$ cat src/rtl/wdog_pkg.sv
package wdog_pkg;
    localparam int WD_DATA_W  = 8;
    localparam int WD_CODE_W  = 5;
    localparam int WD_KEY_W   = 4;
    localparam logic [WD_KEY_W-1:0] WD_KICK_KEY = 4'b1010;
    localparam int WD_EN_BIT  = 7;
    localparam int WD_CLR_BIT = 7;
endpackage

$ cat src/rtl/wdog_regs.sv
module wdog_regs
    import wdog_pkg::*;
#(
    parameter int DATA_W  = WD_DATA_W,
    parameter int CODE_W  = WD_CODE_W,
    parameter int KEY_W   = WD_KEY_W,
    parameter logic [KEY_W-1:0] KEY = WD_KICK_KEY,
    parameter int EN_BIT  = WD_EN_BIT,
    parameter int CLR_BIT = WD_CLR_BIT
) (
    input  logic              clk,
    input  logic              rst_n,
    input  logic              wr_en,
    input  logic              wr_sel,
    input  logic [DATA_W-1:0] wr_data,
    output logic              enable,
    output logic [CODE_W-1:0] code_pend,
    output logic              kick,
    output logic              clr
);
    typedef struct packed {
        logic              en;
        logic [CODE_W-1:0] code;
    } ctrl_t;

    ctrl_t ctrl_d, ctrl_q;
    logic  unused_data;

    assign unused_data = ^wr_data;

    always_comb begin
        ctrl_d = ctrl_q;
        kick   = 1'b0;
        clr    = 1'b0;
        if (wr_en && !wr_sel) begin
            ctrl_d.en   = wr_data[EN_BIT];
            ctrl_d.code = wr_data[CODE_W-1:0];
        end
        if (wr_en && wr_sel) begin
            kick = (wr_data[KEY_W-1:0] == KEY);
            clr  = wr_data[CLR_BIT];
        end
    end

    always_ff @(posedge clk or negedge rst_n) begin
        if (!rst_n) ctrl_q <= '0;
        else        ctrl_q <= ctrl_d;
    end

    assign enable    = ctrl_q.en;
    assign code_pend = ctrl_q.code;

    AST_CTRL_HOLD: assert property (@(posedge clk) disable iff (!rst_n)
        !(wr_en && !wr_sel) |=> ($stable(enable) && $stable(code_pend)));
endmodule

$ cat src/rtl/wdog_counter.sv
module wdog_counter
    import wdog_pkg::*;
#(
    parameter int CODE_W = WD_CODE_W
) (
    input  logic              clk,
    input  logic              rst_n,
    input  logic              tick,
    input  logic              kick,
    input  logic [CODE_W-1:0] code_pend,
    output logic              fault
);
    localparam logic [CODE_W-1:0] STOP_CODE = '1;
    localparam logic [CODE_W:0]   ONE       = (CODE_W+1)'(1);

    typedef struct packed {
        logic [CODE_W-1:0] count;
        logic [CODE_W-1:0] active;
    } cnt_t;

    cnt_t              s_d, s_q;
    logic [CODE_W:0]   limit;
    logic [CODE_W:0]   next_cnt;
    logic              stopped;

    always_comb begin
        s_d      = s_q;
        fault    = 1'b0;
        stopped  = (s_q.active == STOP_CODE);
        limit    = (s_q.active == '0) ? ONE : {1'b0, s_q.active};
        next_cnt = {1'b0, s_q.count} + ONE;
        if (kick) begin
            s_d.count  = '0;
            s_d.active = code_pend;
        end else if (tick && !stopped) begin
            if (next_cnt >= limit) begin
                fault     = 1'b1;
                s_d.count = '0;
            end else begin
                s_d.count = next_cnt[CODE_W-1:0];
            end
        end
    end

    always_ff @(posedge clk or negedge rst_n) begin
        if (!rst_n) s_q <= '0;
        else        s_q <= s_d;
    end

    AST_COUNT_BOUND: assert property (@(posedge clk) disable iff (!rst_n)
        (s_q.active != STOP_CODE) |-> ({1'b0, s_q.count} < limit));
    AST_STOP_HOLD: assert property (@(posedge clk) disable iff (!rst_n)
        (stopped && !kick) |=> $stable(s_q.count));
    AST_KICK_ZERO: assert property (@(posedge clk) disable iff (!rst_n)
        kick |=> (s_q.count == '0));
    AST_CODE_ON_KICK: assert property (@(posedge clk) disable iff (!rst_n)
        !kick |=> $stable(s_q.active));
    AST_FAULT_RESTART: assert property (@(posedge clk) disable iff (!rst_n)
        fault |=> (s_q.count == '0));
endmodule

$ cat src/rtl/wdog_rstgen.sv
module wdog_rstgen #(
    parameter int RST_CYCLES = 16
) (
    input  logic clk,
    input  logic rst_n,
    input  logic fault,
    input  logic enable,
    input  logic clr,
    output logic rst_out_n,
    output logic flag
);
    localparam int PW = $clog2(RST_CYCLES + 1);
    localparam logic [PW-1:0] PULSE_LEN = PW'(RST_CYCLES);

    typedef struct packed {
        logic [PW-1:0] pulse;
        logic          flag;
    } rg_t;

    rg_t r_d, r_q;

    always_comb begin
        r_d = r_q;
        if (fault && enable)       r_d.pulse = PULSE_LEN;
        else if (r_q.pulse != '0)  r_d.pulse = r_q.pulse - 1'b1;
        if (fault)                 r_d.flag = 1'b1;
        else if (clr)              r_d.flag = 1'b0;
    end

    always_ff @(posedge clk or negedge rst_n) begin
        if (!rst_n) r_q <= '0;
        else        r_q <= r_d;
    end

    assign rst_out_n = (r_q.pulse == '0);
    assign flag      = r_q.flag;

    AST_FAULT_SETS_FLAG: assert property (@(posedge clk) disable iff (!rst_n)
        fault |=> flag);
    AST_FAULT_RESET: assert property (@(posedge clk) disable iff (!rst_n)
        (fault && enable) |=> !rst_out_n);
    AST_NO_RST_DISABLED: assert property (@(posedge clk) disable iff (!rst_n)
        (fault && !enable && rst_out_n) |=> rst_out_n);
endmodule

$ cat src/rtl/wdog_timer.sv
module wdog_timer
    import wdog_pkg::*;
#(
    parameter int RST_CYCLES = 16
) (
    input  logic                 clk,
    input  logic                 rst_n,
    input  logic                 tick,
    input  logic                 wr_en,
    input  logic                 wr_sel,
    input  logic [WD_DATA_W-1:0] wr_data,
    output logic                 rst_out_n,
    output logic                 fault_flag
);
    logic                 enable;
    logic [WD_CODE_W-1:0] code_pend;
    logic                 kick;
    logic                 clr;
    logic                 fault;

    wdog_regs u_regs (
        .clk       (clk),
        .rst_n     (rst_n),
        .wr_en     (wr_en),
        .wr_sel    (wr_sel),
        .wr_data   (wr_data),
        .enable    (enable),
        .code_pend (code_pend),
        .kick      (kick),
        .clr       (clr)
    );

    wdog_counter u_counter (
        .clk       (clk),
        .rst_n     (rst_n),
        .tick      (tick),
        .kick      (kick),
        .code_pend (code_pend),
        .fault     (fault)
    );

    wdog_rstgen #(.RST_CYCLES(RST_CYCLES)) u_rstgen (
        .clk       (clk),
        .rst_n     (rst_n),
        .fault     (fault),
        .enable    (enable),
        .clr       (clr),
        .rst_out_n (rst_out_n),
        .flag      (fault_flag)
    );

    AST_RESET_STATE: assert property (@(posedge clk)
        !rst_n |-> (rst_out_n && !fault_flag));
endmodule

$ cat config.mk
export PLATFORM = sky130hd
export DESIGN_NAME = wdog_timer
export DESIGN_NICKNAME = d
export VERILOG_FILES = /design/src/rtl/wdog_pkg.sv /design/src/rtl/wdog_regs.sv /design/src/rtl/wdog_counter.sv /design/src/rtl/wdog_rstgen.sv /design/src/rtl/wdog_timer.sv
export SDC_FILE = /design/constraint.sdc
export NUM_CORES = 1
export LEC_CHECK = 0
export BUFFER_PORTS_ARGS = -buffer_cell sky130_fd_sc_hd__buf_2
export CAP_MARGIN = 20
export CORE_MARGIN = 1.5
export CORE_UTILIZATION = 30
export CTS_CLUSTER_SIZE = 40
export DETAILED_ROUTE_END_ITERATION = 16
export HOLD_SLACK_MARGIN = 0.02
export PLACE_DENSITY = 0.54
export SYNTH_ARGS = -nofsm -noshare
export SYNTH_HDL_FRONTEND = slang
export SYNTH_HIERARCHICAL = 1
export SYNTH_SLANG_ARGS = --single-unit
$ cat constraint.sdc
create_clock -name clk -period 2.9 [get_ports clk]
set_input_delay 0.29 -clock clk [delete_from_list [all_inputs] [get_ports clk]]
set_output_delay 0.29 -clock clk [all_outputs]
set_load 0.02 [all_outputs]
Yosys cells after proc, flatten, opt, wreduce, memory -nomap -nowiden

Index checks and enable logic that the tools add are counted.

Bits in registers: 22
Bits in latches: 0
RAM bits: 0
Bits in read-only memories: 0
Input bits: 13
Output and inout port bits: 2
Word-level logic and storage cells: 36
Memories kept: 0

$add $sub $neg: 2
Multiply operators: 0
Div/mod/pow operators: 0
Order comparisons: 1
Equal/unequal tests: 2
Shifts and indexed selects: 0
Muxes and demuxes: 13
Bitwise operators: 0
Reduce and logical (&&, ||, !) cells: 12

Operators with widths:

| kind                | count |
|---|---|
| $mux 5              | 6 |
| $logic_not 5->1     | 2 |
| $mux 1              | 7 |
| $add 5x1->6 const B | 1 |
| $ge 6x6->1          | 1 |
| $reduce_bool 2->1   | 3 |
| $eq 5x5->1 const B  | 1 |
| $reduce_bool 5->1   | 1 |
| $sub 5x1->5 const B | 1 |
| $eq 4x4->1 const B  | 1 |
| $logic_and 1x1->1   | 4 |
| $logic_not 1->1     | 2 |

Longest topological paths before layout

Gate-level depths: netlist of the first run.

Depth in word-level cells: 8
Depth in mapped cells: 11
Depth with buffers taken out: 11

Modules after synthesis

Netlist of the first run, hierarchy kept.

Modules (own cells, without submodules):

| module       | times used | cells each | area an instance (um^2) | seq. area each (um^2) |
|---|---|---|---|---|
| wdog_counter | 1          | 61         | 606.8                   | 250.2 |
| wdog_rstgen  | 1          | 29         | 301.5                   | 150.1 |
| wdog_regs    | 1          | 17         | 289.0                   | 150.1 |

Worst setup path after synthesis of the first run

OpenSTA, ideal clock, no wires.

Path kind: reg-to-reg
Start point: register u_counter/s_q[5] in the netlist's numbering
End point: register u_rstgen/r_q[3] in the netlist's numbering
Arrival: 1.980 ns
Data required time: 2.781 ns
Slack: 0.801 ns
Cell stages (with the launch flop): 12
Clock period less this slack: 2.099 ns
Cells stage by stage: dfrtp_1 -> ha_1 -> nand3_1 -> xnor2_1 -> ha_1 -> inv_1 -> o221ai_2 -> o21bai_4 -> nor2b_1 -> nand2_1 -> nand4b_1 -> nand2_1

Word-level cells in the longest chain between the ends: 7
Elaborated cells between the ends (all ways): 8
Those cells by class: add/sub: 1; order compare: 1; mux: 4; reduce/logical: 2

Ends and longest elaborated chain:

| element                                            | line               | RTL |
|---|---|---|
| from (decl)                                        | wdog_counter.sv:21 | `cnt_t s_d, s_q;` |
| from (signal assigned)                             | wdog_counter.sv:46 | `if (!rst_n) s_q <= '0;` |
| from (signal assigned)                             | wdog_counter.sv:47 | `else s_q <= s_d;` |
| $add 5x1->6 (*)                                    | wdog_counter.sv:31 | `next_cnt = {1'b0, s_q.count} + ONE;` |
| $ge 6x6->1 (*)                                     | wdog_counter.sv:36 | `if (next_cnt >= limit) begin` |
| $mux 1 (*)                                         | wdog_counter.sv:36 |  |
| $mux 1 (*)                                         | wdog_counter.sv:35 | `end else if (tick && !stopped) begin` |
| $mux 1 (*)                                         | wdog_counter.sv:32 | `if (kick) begin` |
| via fault                                          | wdog_timer.sv:19   | `logic fault;` |
| $logic_and 1x1->1 (*)                              | wdog_rstgen.sv:24  | `if (fault && enable) r_d.pulse = PULSE_LEN;` |
| $mux 5 / $reduce_bool 2->1 (equally long branches) | n/a                |  |
| to (signal assigned)                               | wdog_rstgen.sv:32  | `else r_q <= r_d;` |
| to (decl)                                          | wdog_rstgen.sv:20  | `rg_t r_d, r_q;` |

Mark *: on every way through the listed nets, which the timed path passes. The rest lies on a longest branch.
A chain may end at the register's enable or synchronous reset.

Worst setup path after layout of the first run

Ends and elaborated chain as after synthesis.

==> results of run 1 <==
## registers in the layout, indices dropped and copies added (netlist names)
signal / flops
u_counter/s_q: 10
u_regs/enable: 1
u_regs/code_pend: 5
u_rstgen/flag: 1
u_rstgen/r_q: 5
## power groups by stage
| stage | logic, mW | registers (mW) | clock network, mW |
|---|---|---|---|
| floorplan | 0.413 | 0.489 | 0 |
| global route | 0.587 | 0.515 | 0.239 |
| CTS | 0.527 | 0.500 | 0.225 |
| finish | 0.521 | 0.499 | 0.221 |
| detailed placement | 0.520 | 0.506 | 0 |
| global placement | 0.498 | 0.498 | 0 |
## worst reg2reg max path: stages, from the launching register on
cell      delay, ns
dfrtp_1        0.41
ha_1           0.21
nand3_1        0.10
xnor2_1        0.17
ha_1           0.32
inv_1          0.06
o221ai_2       0.18
o21bai_4       0.17
nor2b_1        0.38
nand2_1        0.17
nand4b_1       0.13
nand2_1        0.06
## worst paths after layout
| path | slack [ns] | from | to | cells after the start |
|---|---|---|---|---|
| hold reg to reg | 0.49 | u_rstgen/flag | u_rstgen/flag | 1 |
| hold / removal | 0.26 | wr_data[4] | u_regs/code_pend[4] | 2 |
| min in group asynchronous | 0.53 | rst_n | u_regs/code_pend[0] | 2 |
| max in group asynchronous | 2.03 | rst_n | u_rstgen/r_q[3] | 2 |
| setup / recovery | 0.43 | u_counter/s_q[5] | u_rstgen/r_q[3] | 11 |
| setup reg to reg | 0.43 | u_counter/s_q[5] | u_rstgen/r_q[3] | 11 |
## through the flow
stage          total power, mW  cells  hold WS (ns)  utilization (%)  setup WS (ns)
3_3_place_gp             0.996    165         0.275             34.9          0.547
3_5_place_dp              1.03    165         0.287             34.9          0.436
5_1_grt                   1.34    170         0.257             36.6          0.250
4_1_cts                   1.25    170         0.254             36.6          0.412
6_report                  1.24    170         0.256             36.6          0.433
2_1_floorplan            0.902    107      -0.00559                -          0.801
## metal layers
metal	part of all wire, %	vias to the layer above
li1	-	404
met1	45	392
met2	52	9
met3	1.8	2
met4	0.94	0
met5	0	-
## area by class of cell
type | instances | area share [%]
Timing Repair Buffer | 14 | 5.66
Inverter | 12 | 3.29
Multi-Input combinational cell | 70 | 42.5
Sequential cell | 22 | 40.2
Clock buffer | 4 | 4.02
Tap cell | 48 | 4.38
## cells by family (layout without fill, tap and decap cells)
logic type | Yosys count | after routing | share of synthesized area, %
AOI/OAI and AO/OA | 22 | 22 | 14.3
DFF | 22 | 22 | 46.0
buffers and inverters | 15 | 30 | 5.43
muxes | 7 | 7 | 8.46
adders and majority gates | 7 | 7 | 7.31
xor gates and xnor gates | 3 | 3 | 2.19
and+or+nand+nor | 31 | 31 | 16.3
## cells in the mapped netlist (all sizes together)
master / number / share of area [%]
o221ai: 1 / 1.3
or3: 1 / 0.63
mux2: 7 / 8.5
nand3: 3 / 1.3
nand4: 1 / 0.52
o41ai: 1 / 0.73
dfrtp: 22 / 46
nand4b: 2 / 1.5
a221oi: 1 / 1.3
a22o: 3 / 2.2
a21o: 2 / 1.3
buf: 2 / 1.4
nor2: 2 / 1.3
o21a: 1 / 0.63
o21ai: 7 / 2.9
and3: 1 / 0.63
xnor2: 3 / 2.2
inv: 12 / 3.8
nor2b: 1 / 0.52
nand2b: 3 / 2.2
clkbuf: 1 / 0.31
nor3b: 2 / 1.3
o21bai: 1 / 1.6
nand3b: 1 / 0.63
or2: 1 / 0.52
ha: 7 / 7.3
nand2: 9 / 2.8
and2b: 1 / 0.63
or2b: 1 / 0.63
a21oi: 3 / 1.3
or4b: 1 / 0.84
a211oi: 2 / 1.3
and2: 1 / 0.52
==> flow_metrics.py, run 1 <==
metrics = {
    "outcome": {
        "outcome": "finished clean",
    },
    "pwr": {
        "total_leakage_power_nw": 0.657,
        "vdd_drop_max_mv": 0.363,
        "p_sw_mw": 0.449,
        "combPwrFrac_pct": 42.0,
        "pwr-share-seq_pct": 40.2,
        "p_sw_share_pct": 36.2,
        "powerDensity_mw_per_mm2": 905,
        "p_int_mw": 0.791,
        "clkPwrFrac_pct": 17.8,
    },
    "placement": {
        "place_congestion": 0.698,
        "placed_area_mm2": 0.00131,
        "dpl.hpwl_um": 1670,
        "portBuffers": 12,
    },
    "detailed_routing": {
        "drt_iter0_drc": 6,
        "drc": 0,
        "wl_per_cell_um": 12.5,
        "vias_per_cell": 4.75,
        "antenna_left": 0,
        "firstDrtPassIters": 3,
        "num_vias": 807,
        "drt-total-wl_um": 2130,
    },
    "worst_setup_path": {
        "cpPeakStageDelay_ns": 0.41,
        "cp-end-kind": "register",
        "critPathArrivalTime_ns": 2.62,
        "worst-path-buf-inv": 1,
        "crit_path_max_fanout": 4,
        "cp_cell_sequence": "ha_1, nand3_1, xnor2_1, ha_1, inv_1, o221ai_2, o21bai_4, nor2b_1, nand2_1, nand4b_1, nand2_1",
        "crit_type": "reg -> reg",
        "crit_family": "simple AND/OR/NAND/NOR gates",
        "cp-start-kind": "register",
        "critPathRequiredTime_ns": 3.05,
        "cpMaxStageDelayCell": "dfrtp_1",
    },
    "sta": {
        "period_share_pct": 85.1,
        "fmax_mhz": 405,
        "max_slew_margin_pct": 67.0,
        "setup_viol": 0,
        "tightest_slew_ns": 0.495,
        "slew_violations": 0,
        "skew_ns": 0.00144,
        "rsz0062_at_grt": "false",
        "hold_viol": 0,
        "fin_setup_tns_ns": 0,
        "finalCriticalPeriod_ns": 2.47,
    },
    "layout": {
        "multiInputGateArea_um2": 582,
        "fillCellCount": 392,
        "drive_gt1_share_pct": 26.2,
        "mostFrequentLayoutCells": "dfrtp_1 (22), buf_2 (12), inv_1 (11)",
        "regArea_um2": 551,
        "antennaDiodeCount": 0,
        "syn2layout_area_growth_pct": 14.4,
        "mostFrequentLayoutCell": "dfrtp_1",
        "design_area_mm2": 0.00137,
        "nets": 143,
    },
    "global_route": {
        "overflow": 0,
        "grt_use_met3_pct": 2.04,
        "first_global_vias": 879,
        "grtUsageMet2_pct": 20.9,
        "busiest_layer": "met2",
        "grt_pass1_wl_um": 3720,
        "track_usage_pct": 11.4,
        "antenna_found_initial": 0,
        "use_met1_pct": 12.6,
        "grt_start_max_net_pins": 23,
    },
    "synth": {
        "ys_warn_count": 6,
        "syn_inst": 107,
        "ys_types": 38,
        "syn_nets": 127,
        "synthesis.area_mm2": 0.00120,
        "synth_area_per_cell_um2": 11.2,
        "synth_seq_area_share_pct": 46.0,
        "ys_seq_elements": 22,
    },
    "clocking": {
        "numCtsBuffers": 3,
        "postCtsSetupBuffers": 0,
        "tritoncts": "done",
        "cts-root-buf": "clkbuf_8",
        "cts_hold_buf": 1,
        "htree_levels": 1,
        "cts_buffer_depth": 2,
        "cts_resized": 0,
        "insertion_delay_ns": 0.26,
        "clock_sinks": 22,
        "clkTransAtPathRegs_ns": 0.08,
    },
    "run": {
        "max_cap_viol_count": 0,
    },
    "die": {
        "rows": 22,
        "fp.coreArea_mm2": 0.00374,
        "die_y_um": 66.2,
        "dieArea_mm2": 0.00438,
        "initial_core_util_pct": 32.0,
        "io_pins": 15,
        "die_w_um": 66.2,
    },
    "hold_path": {
        "hold_path_class": "in -> reg",
    },
}
(Power assumes the default switching activity.)
==> run 2: changes to the inputs <==
Settings changed: CORE_MARGIN 1.5 to unset, CTS_BUF_LIST set to sky130_fd_sc_hd__clkbuf_4 sky130_fd_sc_hd__clkbuf_8 sky130_fd_sc_hd__clkbuf_16.
==> flow_metrics.py, run 2 (synthesized netlist as in run 1, its figures left out) <==
metrics = {
    "outcome": {
        "outcome": "finished clean",
    },
    "global_route": {
        "first_global_vias": 844,
        "antenna_found_initial": 0,
        "track_usage_pct": 11.7,
        "grt_start_max_net_pins": 23,
        "overflow": 0,
        "grt_pass1_wl_um": 3730,
    },
    "pwr": {
        "pwr-share-seq_pct": 40.6,
        "combPwrFrac_pct": 41.7,
        "p_sw_mw": 0.436,
        "powerDensity_mw_per_mm2": 894,
        "finalPower_mw": 1.22,
        "p_sw_share_pct": 35.6,
        "vdd_drop_max_mv": 0.331,
        "p_int_mw": 0.789,
        "clkPwrFrac_pct": 17.7,
        "total_leakage_power_nw": 0.657,
    },
    "placement": {
        "dpl.hpwl_um": 1600,
        "portBuffers": 12,
        "place_congestion": 0.695,
        "dp_slack_ns": 0.442,
    },
    "clocking": {
        "cts-root-buf": "clkbuf_8",
        "cts_resized": 0,
        "insertion_delay_ns": 0.26,
        "numCtsBuffers": 3,
        "clkTransAtPathRegs_ns": 0.08,
        "clock_sinks": 22,
        "tritoncts": "done",
        "postCtsSetupBuffers": 0,
        "cts_hold_buf": 1,
        "htree_levels": 1,
        "cts_buffer_depth": 2,
    },
    "layout": {
        "drive_gt1_share_pct": 26.2,
        "syn2layout_area_growth_pct": 14.4,
        "antennaDiodeCount": 0,
        "nets": 143,
        "mostFrequentLayoutCells": "dfrtp_1 (22), buf_2 (12), inv_1 (11)",
        "mostFrequentLayoutCell": "dfrtp_1",
        "top_register": "u_counter/s_q",
        "largest_register_ffs": 10,
    },
    "sta": {
        "max_slew_margin_pct": 67.5,
        "tightest_slew_ns": 0.488,
        "fin_setup_tns_ns": 0,
        "hold_viol": 0,
        "skew_ns": 0.00251,
        "slew_violations": 0,
        "fin_ws_ns": 0.458,
        "rsz0062_at_grt": "false",
        "setup_viol": 0,
        "period_share_pct": 84.2,
        "finalCriticalPeriod_ns": 2.44,
        "fmax_mhz": 409,
    },
    "worst_setup_path": {
        "critPathRequiredTime_ns": 3.05,
        "cp-end-kind": "register",
        "crit_type": "reg -> reg",
        "crit_path_max_fanout": 4,
        "cp-start-kind": "register",
        "critPathArrivalTime_ns": 2.60,
        "rrSetupSlack_ns": 0.46,
    },
    "detailed_routing": {
        "num_vias": 790,
        "drc": 0,
        "firstDrtPassIters": 3,
        "wl_per_cell_um": 12.0,
        "drt-total-wl_um": 2040,
        "antenna_left": 0,
        "drt_iter0_drc": 10,
        "vias_per_cell": 4.65,
    },
    "hold_path": {
        "hold_path_class": "in -> reg",
    },
    "die": {
        "die_y_um": 65.2,
        "initial_core_util_pct": 32.0,
        "die_w_um": 65.2,
        "dieArea_mm2": 0.00425,
        "io_pins": 15,
        "rows": 22,
        "fp.coreArea_mm2": 0.00374,
    },
    "run": {
        "max_cap_viol_count": 0,
    },
}
[run 2: cell counts in the layout (fill, tap and decap cells not counted)]
Identical to the previous run, type by type.
[run 2: final timing paths]
kind,from,endpoint,cells past startpoint
min,wr_data[4],u_regs/code_pend[4],2
min in group asynchronous,rst_n,u_regs/code_pend[0],2
max,u_counter/s_q[5],u_rstgen/r_q[3],11
max in group asynchronous,rst_n,u_counter/s_q[0],2
max reg2reg,u_counter/s_q[5],u_rstgen/r_q[3],11
min reg2reg,u_rstgen/flag,u_rstgen/flag,1
[run 2: routing by layer]
metal	vias up	track usage, %	routed length (um)
met2	9	20.6	1080
li1	401	-	-
met5	-	0	0
met3	2	2.08	38
met4	0	5.71	20
met1	378	13.6	906
[run 2: critical path, cell delays in order (launching register included)]
cell and delay, ns:
dfrtp_1 0.42, ha_1 0.21, nand3_1 0.10, xnor2_1 0.17, ha_1 0.32, inv_1 0.06, o221ai_2 0.17, o21bai_4 0.17
nor2b_1 0.37, nand2_1 0.18, nand4b_1 0.12, nand2_1 0.05
[run 2: per-stage QoR]
stage / hold slack, ns / cell area [um^2] / utilization [%] / instances
final: 0.261 / 1370 / 36.6 / 170
after global routing: 0.257 / 1370 / 36.6 / 170
after CTS: 0.256 / 1370 / 36.6 / 170
after detailed placement: 0.290 / 1310 / 34.9 / 165
after global placement: 0.276 / 1310 / 34.9 / 165
after floorplan: -0.00559 / 1200 / - / 107
[run 2: area by class of cell]
class / count / area, um^2
Sequential cell: 22 / 551
Tap cell: 48 / 60.1
Clock buffer: 4 / 55.1
Timing Repair Buffer: 14 / 77.6
Multi-Input combinational cell: 70 / 582
Fill cell: 395 / 2370
Inverter: 12 / 45.0
[run 2: power by group through the flow]
stage	sequential (mW)	clock [mW]	combinational [mW]
2_1_floorplan	0.489	0	0.413
3_3_place_gp	0.498	0	0.497
3_5_place_dp	0.504	0	0.516
4_1_cts	0.498	0.226	0.522
5_1_grt	0.517	0.235	0.585
6_report	0.497	0.216	0.511
==> run 3: changes to the inputs <==
Settings changed: ABC_AREA set to 1, PLACE_DENSITY 0.54 to 0.55.
Clock period 2.9 ns to 2 ns, I/O delays scaled along.
==> flow_metrics.py, run 3 <==
metrics = {
    "worst_setup_path": {
        "cpMostUsedCell": "nand3_1",
        "crit_path_max_fanout": 5,
        "cp_cell_sequence": "ha_4, nand3_2, xnor2_2, ha_1, nand3_1, a21oi_2, nor2_4, nor3_4, nand2_2, buf_4, nand3_1, inv_1",
        "cpPeakStageDelay_ns": 0.43,
        "critPathArrivalTime_ns": 2.20,
        "cpMaxStageDelayCell": "dfrtp_1",
        "critPathRequiredTime_ns": 2.16,
        "rrSetupSlack_ns": -0.04,
        "cp-start-kind": "register",
        "cp-end-kind": "register",
        "crit_type": "reg -> reg",
    },
    "placement": {
        "portBuffers": 12,
        "dp_slack_ns": -0.0927,
        "dp.cells": 217,
        "placed_area_mm2": 0.00140,
        "place_congestion": 0.741,
        "dpl.hpwl_um": 1690,
    },
    "die": {
        "die_y_um": 66.6,
        "initial_core_util_pct": 31.3,
        "die_w_um": 66.6,
        "rows": 23,
        "dieArea_mm2": 0.00444,
        "fp.coreArea_mm2": 0.00400,
        "io_pins": 15,
    },
    "global_route": {
        "antenna_found_initial": 0,
        "first_global_vias": 829,
        "grt_start_max_net_pins": 23,
        "track_usage_pct": 11.8,
        "grt_pass1_wl_um": 3850,
        "overflow": 0,
    },
    "synth": {
        "syn_inst": 152,
        "ys_types": 23,
        "synth_top_cell_by_area": "dfrtp_1",
        "synthesis.area_mm2": 0.00125,
        "ys.flop_type": "dfrtp_1",
        "yosysMostFrequentCell": "nand2_1",
        "synthTopCellsByCount": "nand2_1 (50), dfrtp_1 (22), inv_1 (22)",
        "synth_area_per_cell_um2": 8.25,
        "syn_nets": 172,
        "yosysTopAreaCellShare_pct": 43.9,
        "ys_warn_count": 6,
        "synth_edf_count": 0,
        "ys_seq_elements": 22,
        "synth-async-reset-ratio_pct": 100,
        "synth_seq_area_share_pct": 43.9,
        "synth.area.top_cells": "dfrtp_1 (44%), nand2_1 (15%), ha_1 (7.0%)",
    },
    "sta": {
        "rsz0062_at_grt": "true",
        "fin_ws_ns": -0.0422,
        "hold_viol": 0,
        "setup_viol": 3,
        "slew_violations": 0,
        "skew_ns": 0.00350,
        "final.hold.worst_slack_ns": 0.136,
        "period_share_pct": 102,
        "tightest_slew_ns": 0.486,
        "finalCriticalPeriod_ns": 2.04,
        "max_slew_margin_pct": 67.6,
        "fin_setup_tns_ns": -0.0753,
        "fmax_mhz": 490,
    },
    "pwr": {
        "finalPower_mw": 2.09,
        "total_leakage_power_nw": 0.854,
        "vdd_drop_max_mv": 0.362,
        "powerDensity_mw_per_mm2": 1340,
    },
    "outcome": {
        "violations": "setup timing",
        "outcome": "finished, violations left",
    },
    "clocking": {
        "clock_sinks": 22,
        "insertion_delay_ns": 0.26,
        "htree_levels": 1,
        "numCtsBuffers": 3,
        "cts-root-buf": "clkbuf_8",
        "clkTransAtPathRegs_ns": 0.08,
        "tritoncts": "done",
        "cts_buffer_depth": 2,
    },
    "layout": {
        "final_util_pct": 39.1,
        "drive_gt1_share_pct": 27.9,
        "top_register": "u_counter/s_q",
        "antennaDiodeCount": 0,
        "finalNonFillerCells": 229,
        "largest_register_ffs": 10,
        "mostFrequentLayoutCells": "nand2_1 (50), dfrtp_1 (21), inv_1 (20)",
        "regArea_um2": 552,
        "mostFrequentLayoutCell": "nand2_1",
        "fillCellCount": 396,
        "multiInputGateArea_um2": 632,
        "syn2layout_area_growth_pct": 24.8,
        "design_area_mm2": 0.00156,
        "nets": 200,
    },
    "detailed_routing": {
        "drt-total-wl_um": 2250,
        "wl_per_cell_um": 9.84,
        "antenna_left": 0,
        "drt_iter0_drc": 9,
        "vias_per_cell": 4.20,
        "firstDrtPassIters": 4,
        "drc": 0,
        "num_vias": 961,
    },
    "run": {
        "max_cap_viol_count": 0,
    },
    "hold_path": {
        "hold_path_class": "in -> reg",
    },
}
-- run 3: cell types whose count changed in the layout (fill, tap and decap cells not counted), sizes merged, moves of 3 or more --
| cell | previous run | this run |
|---|---|---|
| inv | 12 | 24 |
| nand2 | 9 | 53 |
| mux2 | 7 | 0 |
| a22o | 3 | 0 |
| buf | 13 | 23 |
| nor2 | 2 | 12 |
| nand2b | 3 | 0 |
| nand3 | 3 | 17 |
| xor2 | 0 | 3 |
-- run 3: area by class of cell --
cell class / count / share of cell area (%)
Multi-Input combinational cell: 105 / 40.4
Sequential cell: 22 / 35.3
Timing Repair Buffer: 24 / 10.0
Inverter: 24 / 5.76
Tap cell: 50 / 4.00
Clock buffer: 3 / 2.64
Clock inverter: 1 / 1.92
-- run 3: path summary, 6_finish.rpt --
check	startpoint	to	cells past startpoint
worst min-delay path	wr_data[4]	u_regs/code_pend[4]	3
min in group asynchronous	rst_n	u_counter/s_q[6]	2
worst max register to register	u_counter/s_q[6]	u_rstgen/r_q[3]	12
max in group asynchronous	rst_n	u_counter/s_q[5]	2
worst min register to register	u_rstgen/r_q[5]	u_rstgen/r_q[5]	2
worst max-delay path	u_counter/s_q[6]	u_rstgen/r_q[3]	12
-- run 3: cells by family after synthesis --
| family | count (synthesis) | share of synthesized area [%] |
|---|---|---|
| AOI/OAI and AO/OA | 9 | 5.29 |
| xor gates and xnor gates | 4 | 3.99 |
| adders and majority gates | 7 | 6.99 |
| buffers and inverters | 25 | 7.58 |
| DFF | 22 | 43.9 |
| and+or+nand+nor | 85 | 32.2 |
-- run 3: power breakdown --
| part | switching, mW | leakage [nW] | internal, mW |
|---|---|---|---|
| registers | 0.124 | 0.270 | 0.592 |
| logic | 0.505 | 0.548 | 0.461 |
| clock network | 0.144 | 0.0357 | 0.267 |
-- run 3: per-layer routing --
layer / vias up / GRT usage [%] / share of wire, %
li1: 526 / - / -
met1: 420 / 16.2 / 50
met2: 13 / 17.9 / 46
met3: 2 / 1.20 / 2.5
met4: 0 / 6.38 / 1.5
met5: - / 0 / 0
-- run 3: repair_timing --
action | in CTS | in global routing
gates resized for setup | 4 | 4
endpoints found under the hold margin | 22 | 0
buffers inserted | 3 | 5
endpoints found under the setup margin | 4 | 11
hold buffers | 1 | 0
pin swaps | 2 | 4
-- run 3: worst max-delay path: cells and delay by family (launching register included) --
family / cells / cell delay, ns
flip-flops: 1 / 0.43
buffers and inverters: 2 / 0.19
XOR/XNOR: 1 / 0.15
adder cells (fa/ha/maj): 2 / 0.46
AND/OR/NAND/NOR: 6 / 0.56
AO/OA/AOI/OAI: 1 / 0.16
